`src/rtl/cfg_loader_pkg.sv`:
```
package cfg_loader_pkg;
  localparam int STB_LOAD = 0;
  localparam int STB_SKIP = 1;
  localparam int STB_ZERO = 2;
  localparam int NUM_STB  = 3;
endpackage

```
`src/rtl/strobe_sync.sv`:
```
module strobe_sync #(
  parameter int STAGES = 2
) (
  input  logic clk,
  input  logic rst_n,
  input  logic raw,
  output logic level,
  output logic rise
);
  logic [STAGES-1:0] sh_q;
  logic              prev_q;

  always_ff @(posedge clk or negedge rst_n) begin
    if (!rst_n) begin
      sh_q   <= '0;
      prev_q <= 1'b0;
    end else begin
      sh_q   <= {sh_q[STAGES-2:0], raw};
      prev_q <= sh_q[STAGES-1];
    end
  end

  assign level = sh_q[STAGES-1];
  assign rise  = level & ~prev_q;

  AST_RISE_SINGLE: assert property (@(posedge clk) disable iff (!rst_n)
    rise |=> !rise);
endmodule

```
`src/rtl/addr_pointer.sv`:
```
module addr_pointer #(
  parameter int AW = 4
) (
  input  logic          clk,
  input  logic          rst_n,
  input  logic          load_evt,
  input  logic          skip_evt,
  input  logic          zero_lvl,
  output logic [AW-1:0] ptr,
  output logic          wr_en
);
  logic advance;

  assign wr_en   = load_evt & ~zero_lvl;
  assign advance = (load_evt | skip_evt) & ~zero_lvl;

  always_ff @(posedge clk or negedge rst_n) begin
    if (!rst_n)       ptr <= '0;
    else if (zero_lvl) ptr <= '0;
    else if (advance)  ptr <= ptr + 1'b1;
  end

  AST_ZERO_HOLDS: assert property (@(posedge clk) disable iff (!rst_n)
    zero_lvl |=> ptr == '0);
  AST_STEP_ONE: assert property (@(posedge clk) disable iff (!rst_n)
    ((load_evt || skip_evt) && !zero_lvl) |=> ptr == $past(ptr) + 1'b1);
  AST_IDLE_STABLE: assert property (@(posedge clk) disable iff (!rst_n)
    (!load_evt && !skip_evt && !zero_lvl) |=> $stable(ptr));
endmodule

```
`src/rtl/reg_bank.sv`:
```
module reg_bank #(
  parameter int DW       = 8,
  parameter int NUM_CH   = 4,
  parameter int AW       = 4,
  parameter int SYNC_BIT = 3
) (
  input  logic                     clk,
  input  logic                     rst_n,
  input  logic                     we,
  input  logic [AW-1:0]            waddr,
  input  logic [DW-1:0]            wdata,
  output logic [NUM_CH*DW-1:0]     duty_bus,
  output logic [NUM_CH*DW-1:0]     period_bus,
  output logic [(NUM_CH-1)*DW-1:0] phase_bus,
  output logic [DW-1:0]            ctrl_out,
  output logic                     sync_pulse
);
  localparam int NUM_DATA  = 3 * NUM_CH - 1;
  localparam int CTRL_ADDR = NUM_DATA;
  localparam int NUM_REGS  = NUM_DATA + 1;
  localparam int PH_BASE   = 2 * NUM_CH;

  logic [DW-1:0] regs_q [NUM_DATA];
  logic [DW-1:0] ctrl_q;
  logic          sync_q;

  for (genvar i = 0; i < NUM_DATA; i++) begin : g_reg
    always_ff @(posedge clk or negedge rst_n) begin
      if (!rst_n)                          regs_q[i] <= '0;
      else if (we && waddr == AW'(i))      regs_q[i] <= wdata;
    end
  end

  always_ff @(posedge clk or negedge rst_n) begin
    if (!rst_n) begin
      ctrl_q <= '0;
      sync_q <= 1'b0;
    end else if (we && waddr == AW'(CTRL_ADDR)) begin
      ctrl_q           <= wdata;
      ctrl_q[SYNC_BIT] <= 1'b0;
      sync_q           <= wdata[SYNC_BIT];
    end else begin
      sync_q <= 1'b0;
    end
  end

  for (genvar c = 0; c < NUM_CH; c++) begin : g_ch
    assign duty_bus[c*DW +: DW]   = regs_q[2*c];
    assign period_bus[c*DW +: DW] = regs_q[2*c+1];
  end
  for (genvar p = 0; p < NUM_CH - 1; p++) begin : g_ph
    assign phase_bus[p*DW +: DW] = regs_q[PH_BASE+p];
  end

  always_comb begin
    ctrl_out           = ctrl_q;
    ctrl_out[SYNC_BIT] = sync_q;
  end
  assign sync_pulse = sync_q;

  AST_SYNC_ONE_CYCLE: assert property (@(posedge clk) disable iff (!rst_n)
    sync_q |=> !sync_q);
  AST_SYNC_CAUSE: assert property (@(posedge clk) disable iff (!rst_n)
    (we && waddr == AW'(CTRL_ADDR) && wdata[SYNC_BIT]) |=> sync_pulse);
  AST_UNMAPPED_QUIET: assert property (@(posedge clk) disable iff (!rst_n)
    (we && waddr >= AW'(NUM_REGS)) |=> ($stable(duty_bus) && $stable(period_bus)
      && $stable(phase_bus) && !sync_pulse));
endmodule

```
`src/rtl/hex7_decoder.sv`:
```
module hex7_decoder (
  input  logic [3:0] nib,
  output logic [6:0] seg
);
  always_comb begin
    unique case (nib)
      4'h0: seg = 7'h3F;
      4'h1: seg = 7'h06;
      4'h2: seg = 7'h5B;
      4'h3: seg = 7'h4F;
      4'h4: seg = 7'h66;
      4'h5: seg = 7'h6D;
      4'h6: seg = 7'h7D;
      4'h7: seg = 7'h07;
      4'h8: seg = 7'h7F;
      4'h9: seg = 7'h6F;
      4'hA: seg = 7'h77;
      4'hB: seg = 7'h7C;
      4'hC: seg = 7'h39;
      4'hD: seg = 7'h5E;
      4'hE: seg = 7'h79;
      default: seg = 7'h71;
    endcase
  end
endmodule

```
`src/rtl/cfg_loader.sv`:
```
module cfg_loader #(
  parameter int DW       = 8,
  parameter int NUM_CH   = 4,
  parameter int AW       = 4,
  parameter int STAGES   = 2,
  parameter int SYNC_BIT = 3
) (
  input  logic                     clk,
  input  logic                     rst_n,
  input  logic [DW-1:0]            data_in,
  input  logic                     btn_load,
  input  logic                     btn_skip,
  input  logic                     btn_zero,
  output logic [AW-1:0]            cur_addr,
  output logic [6:0]               seg_out,
  output logic                     seg_dp,
  output logic [NUM_CH*DW-1:0]     duty_bus,
  output logic [NUM_CH*DW-1:0]     period_bus,
  output logic [(NUM_CH-1)*DW-1:0] phase_bus,
  output logic [DW-1:0]            ctrl_out,
  output logic                     sync_pulse
);
  import cfg_loader_pkg::*;

  logic [NUM_STB-1:0] raw_vec, lvl_vec, rise_vec;
  logic [AW-1:0]      ptr;
  logic               wr_en;

  assign raw_vec[STB_LOAD] = btn_load;
  assign raw_vec[STB_SKIP] = btn_skip;
  assign raw_vec[STB_ZERO] = btn_zero;

  for (genvar s = 0; s < NUM_STB; s++) begin : g_stb
    strobe_sync #(.STAGES(STAGES)) u_sync (
      .clk   (clk),
      .rst_n (rst_n),
      .raw   (raw_vec[s]),
      .level (lvl_vec[s]),
      .rise  (rise_vec[s])
    );
  end

  addr_pointer #(.AW(AW)) u_ptr (
    .clk      (clk),
    .rst_n    (rst_n),
    .load_evt (rise_vec[STB_LOAD]),
    .skip_evt (rise_vec[STB_SKIP]),
    .zero_lvl (lvl_vec[STB_ZERO]),
    .ptr      (ptr),
    .wr_en    (wr_en)
  );

  reg_bank #(.DW(DW), .NUM_CH(NUM_CH), .AW(AW), .SYNC_BIT(SYNC_BIT)) u_bank (
    .clk        (clk),
    .rst_n      (rst_n),
    .we         (wr_en),
    .waddr      (ptr),
    .wdata      (data_in),
    .duty_bus   (duty_bus),
    .period_bus (period_bus),
    .phase_bus  (phase_bus),
    .ctrl_out   (ctrl_out),
    .sync_pulse (sync_pulse)
  );

  hex7_decoder u_hex (
    .nib (ptr[3:0]),
    .seg (seg_out)
  );

  assign cur_addr = ptr;
  assign seg_dp   = 1'b0;

  AST_WRITE_ADVANCES: assert property (@(posedge clk) disable iff (!rst_n)
    wr_en |=> cur_addr == $past(cur_addr) + 1'b1);
endmodule

```
`config.mk`:
```
export PLATFORM = sky130hd
export DESIGN_NAME = cfg_loader
export DESIGN_NICKNAME = d
export VERILOG_FILES = /design/src/rtl/cfg_loader_pkg.sv /design/src/rtl/strobe_sync.sv /design/src/rtl/addr_pointer.sv /design/src/rtl/reg_bank.sv /design/src/rtl/hex7_decoder.sv /design/src/rtl/cfg_loader.sv
export SDC_FILE = /design/constraint.sdc
export NUM_CORES = 1
export LEC_CHECK = 0
export BUFFER_PORTS_ARGS = -buffer_cell sky130_fd_sc_hd__buf_2
export CAP_MARGIN = 40
export CORE_UTILIZATION = 35
export CTS_BUF_LIST = sky130_fd_sc_hd__clkbuf_8 sky130_fd_sc_hd__clkbuf_16
export DETAILED_ROUTE_END_ITERATION = 6
export GPL_ROUTABILITY_DRIVEN = 1
export PLACE_DENSITY = 0.61
export SLEW_MARGIN = 10
export SYNTH_ARGS = -nofsm -noshare
export SYNTH_HDL_FRONTEND = slang
export SYNTH_HIERARCHICAL = 1
export SYNTH_SLANG_ARGS = --single-unit
```
`constraint.sdc`:
```
create_clock -name clk -period 2.3 [get_ports clk]
set_input_delay 0.23 -clock clk [delete_from_list [all_inputs] [get_ports clk]]
set_output_delay 0.23 -clock clk [all_outputs]
set_load 0.005 [all_outputs]
```
**Word-level counts from Yosys, hierarchy flattened**

Memories as Yosys holds them, arrays and structs flattened.
Cells that the tools add are included.

- Eq/ne operators: 11
- Multiplexer cells: 3
- Bitwise logic cells: 8
- $add $sub $neg: 1
- Reduce and logical (&&, ||, !) cells: 14

Operators by type and width:

| operator | number |
|---|---|
| == test 4 x 3 -> 1 bit, second input constant | 4 |
| == test 4 bit, second input constant | 4 |
| logical AND 1 bit | 12 |
| == test 4 x 2 -> 1 bit, second input constant | 2 |
| 2-to-1 mux 4 bit | 2 |
| adder 4 x 1 -> 4 bit, second input constant | 1 |
| bitwise AND 1 bit | 4 |
| == test 4 x 1 -> 1 bit, second input constant | 1 |
| logical NOT 4 bit | 1 |
| inverter 1 bit | 3 |
| nonzero test 2 bit | 1 |
| 2-to-1 mux 1 bit | 1 |
| OR 1 bit | 1 |

- Output and inout bits: 109
- ROM bits: 112
- Bits in registers: 108
- Logic and storage cells: 57
- Memories: 1
- Input bits: 13

Memories:

| name | depth | width | read ports | clocked after memory_dff | wr ports | RTL line | text |
|---|---|---|---|---|---|---|---|
| (no name shown) | 16 | 7 | 1 | 0 | 0 | hex7_decoder.sv:6 | `unique case (nib)` |

**Logic depth before layout (Yosys ltp)**

- Depth in word-level cells: 6
- Mapped depth: 6
- Mapped depth without buffers: 5

**Modules after synthesis**

The synthesis kept the hierarchy.

Modules (own cells, without submodules):

| module | area each (um2) | cells each | seq. area each (um2) | instances |
|---|---|---|---|---|
| reg_bank | 3,706.1 | 224 | 2,402.3 | 1 |
| hex7_decoder | 287.8 | 33 | 0.0 | 1 |
| strobe_sync | 88.8 | 4 | 75.1 | 3 |
| addr_pointer | 190.2 | 19 | 100.1 | 1 |
| cfg_loader | 11.3 | 2 | 0.0 | 1 |

**Worst setup path after synthesis**

No wires, ideal clock.

- Kind: register to register
- From: register g_stb[0].u_sync.prev_q
- To: register u_bank.regs_q (netlist bit u_bank/period_bus[10])
- Cell stages (with the launch flop): 7
- Required time: 2.175 ns
- Period minus slack after synthesis: 1.861 ns
- Data arrival time: 1.737 ns
- Path slack: 0.439 ns
- Setup time: 0.125 ns
- Path buffers: 1
- Cells stage by stage: dfrtp_1 -> nor2b_4 -> nor2b_1 -> nor3b_2 -> nor2b_1 -> buf_2 -> mux2_2

- Word-level cells in the longest chain between the ends: 4

Ends and longest elaborated chain:

| element | RTL line | text |
|---|---|---|
| start: declaration | strobe_sync.sv:11 | `logic prev_q;` |
| start signal: assignment | strobe_sync.sv:19 | `prev_q <= sh_q[STAGES-1];` |
| inverter 1 bit | strobe_sync.sv:24 | `assign rise = level & ~prev_q;` |
| bitwise AND 1 bit | strobe_sync.sv:24 |  |
| net rise_vec[0] | cfg_loader.sv:25 | `logic [NUM_STB-1:0] raw_vec, lvl_vec, rise_vec;` |
| bitwise AND 1 bit | addr_pointer.sv:14 | `assign wr_en = load_evt & ~zero_lvl;` |
| net wr_en | cfg_loader.sv:27 | `logic wr_en;` |
| logical AND 1 bit | reg_bank.sv:30 | `else if (we && waddr == AW'(i)) regs_q[i] <= wdata;` |
| end signal: indexed assignment | reg_bank.sv:30 |  |
| end: declaration | reg_bank.sv:23 | `logic [DW-1:0] regs_q [NUM_DATA];` |

The timed path passes the listed nets, and every way through them passes these cells.
A chain may end at the register's enable or synchronous reset.

**Worst setup path in the final report**

- From: register u_ptr.ptr[0]
- To: output port seg_out[3]

- Word-level cells in the longest chain between the ends: 1

Ends and longest elaborated chain:

| element | RTL line | text |
|---|---|---|
| start: declaration | addr_pointer.sv:9 | `output logic [AW-1:0] ptr,` |
| start signal: assignment | addr_pointer.sv:20 | `else if (advance) ptr <= ptr + 1'b1;` |
| memory (16 x 7 bit) | - |  |
| end: declaration | cfg_loader.sv:15 | `output logic [6:0] seg_out,` |

Every way passes these cells.

==> out/qor.yml <==
floorplan:
  die_y_um: 114.4
  rows: 40
  core_um2: 12160
  die_area_um2: 13090
  start_util_pct: 36.37
  ios: 122
  die_x_um: 114.4
cells_and_area:
  drive_above_1_share_pct: 61.05
  layout.nets: 437
  area.growth.synth_to_final_pct: 26.42
  layout_common_cells: "119 x buf_2, 108 x dfrtp_1, 90 x mux2_2"
  diodes: 0
  fin_util_pct: 45.98
  layout_commonest_cell: "buf_2"
route:
  drc: 0
  drt-total-wl_mm: 10.26
  first_iter_violations: 142
  vias: 2723
  post_drt_wl_per_cell_um: 17.41
  drtAntennaViolNets: 0
  viasPerCell: 4.623
  dr.pass1.iters: 4
sta:
  slew_violations: 0
  tightest_slew_ns: 0.5274
  period_minus_slack_ns: 2.126
  finClkSkew_ns: 0.005115
  hold_viol: 0
  setup_tns_ns: 0
  maxSlewHeadroom_pct: 64.84
  max_freq_mhz: 470.3
  grt_setup_unrepaired: "no"
  finalCritPeriodShare_pct: 92.44
  setup_viol: 0
global_routing:
  grt_pass1_vias: 2777
  grt_overflow_total: 0
  antenna_found_initial: 0
  grt_pass1_wl_mm: 16.24
  grt_usage_pct: 17.02
  grt_max_degree: 42
run:
  cap_violations: 0
critical_path:
  cp.arrival_ns: 1.90
  path_max_fanout: 6
  end_kind: "output port"
  critPathKind: "reg2out"
  r2r_start: "g_stb[0].u_sync/prev_q"
  critPathRequiredTime_ns: 2.07
  crit_start: "u_ptr/ptr[0]"
  crit_path_start_kind: "flop"
yosys:
  syn-cell-area_um2: 4423
  avgSynthCellArea_um2: 15.36
  syn_nets: 309
  yosys_warnings: 6
  synthCells: 288
cts:
  cts_setup_buffers: 0
  clk_path_buf_depth: 2
  clk_pin_slew_ns: 0.07
  cts_made_buffers: 9
  cts_tree: "built"
  htree_num_levels: 3
  cts-root-buf: "clkbuf_16"
  clock_latency_ns: 0.35
  cts_sinks: 108
power_and_ir_drop:
  finalPower_w: 0.004355
  power_density_nw_per_um2: 778.9
  ir_drop_mv: 0.3554
  leakage_nw: 2.909
place:
  gp_congestion: 0.7415
  port_buffers: 120
  dpl.hpwl_mm: 7.015
status:
  status: "finished, final reports clean"
worst_hold_path:
  hp-class: "in2reg"
  worstHoldStart: "btn_load"
## where the power goes
| group | internal (W) | total, W | switching, W |
|---|---|---|---|
| registers | 0.00207 | 0.00217 | 0.000100 |
| logic | 0.000302 | 0.000563 | 0.000261 |
| clock network | 0.000939 | 0.00162 | 0.000679 |
## routing by layer
layer	share of wire (%)	up-vias	GRT usage, %
met3	6.6	10	5.770
met5	0	-	0
li1	-	1252	-
met1	46	1382	23.06
met2	46	79	25.54
met4	1.5	0	5.801
## flip-flops by register name, summed over array words and instances (netlist names)
register             flops
u_bank/duty_bus         32
u_bank/period_bus       32
u_bank/phase_bus        24
u_bank/ctrl_q            7
g_stb.u_sync/sh_q        6
u_ptr/ptr                4
g_stb.u_sync/prev_q      2
u_bank/sync_pulse        1
## worst max-delay path, stage by stage (launching register included)
cell     delay [ns]
dfrtp_1        0.45
inv_1          0.13
ha_1           0.34
mux4_1         0.48
buf_2          0.14
## area by class of cell
type | count | area [µm²]
inverter | 5 | 18.77
sequential | 108 | 2703
clock buffer | 12 | 266.5
timing repair buffer | 133 | 720.7
fill | 1113 | 6570
multi-input combinational | 159 | 1618
tap | 168 | 210.2
clock inverter | 4 | 55.05
## final timing paths
check | cells past startpoint | slack [ns] | endpoint
max in group asynchronous | 3 | 1.10 | u_bank/ctrl_q[0]
min in group asynchronous | 2 | 0.40 | u_bank/duty_bus[28]
hold / removal | 1 | 0.02 | g_stb[0].u_sync/sh_q[0]
setup reg to reg | 5 | 0.29 | u_bank/duty_bus[22]
setup / recovery | 4 | 0.17 | seg_out[3]
hold reg to reg | 0 | 0.35 | g_stb[2].u_sync/sh_q[1]
## metrics by stage
stage	worst slack, ns	hold WS (ns)	instance area [µm²]	instances
2_1_floorplan	0.4388	-0.06559	4423	288
3_3_place_gp	0.3095	0.2371	5240	570
3_5_place_dp	0.2902	0.2501	5240	570
4_1_cts	0.1516	0.01183	5592	589
5_1_grt	0.03364	0.007777	5592	589
6_report	0.1739	0.02478	5592	589
## what timing repair did
item / CTS / global route
endpoints found under the hold margin: 41 / 0
resized for setup: 0 / 0
hold buffers: 3 / 0
Power figures use the tool's default switching activity.
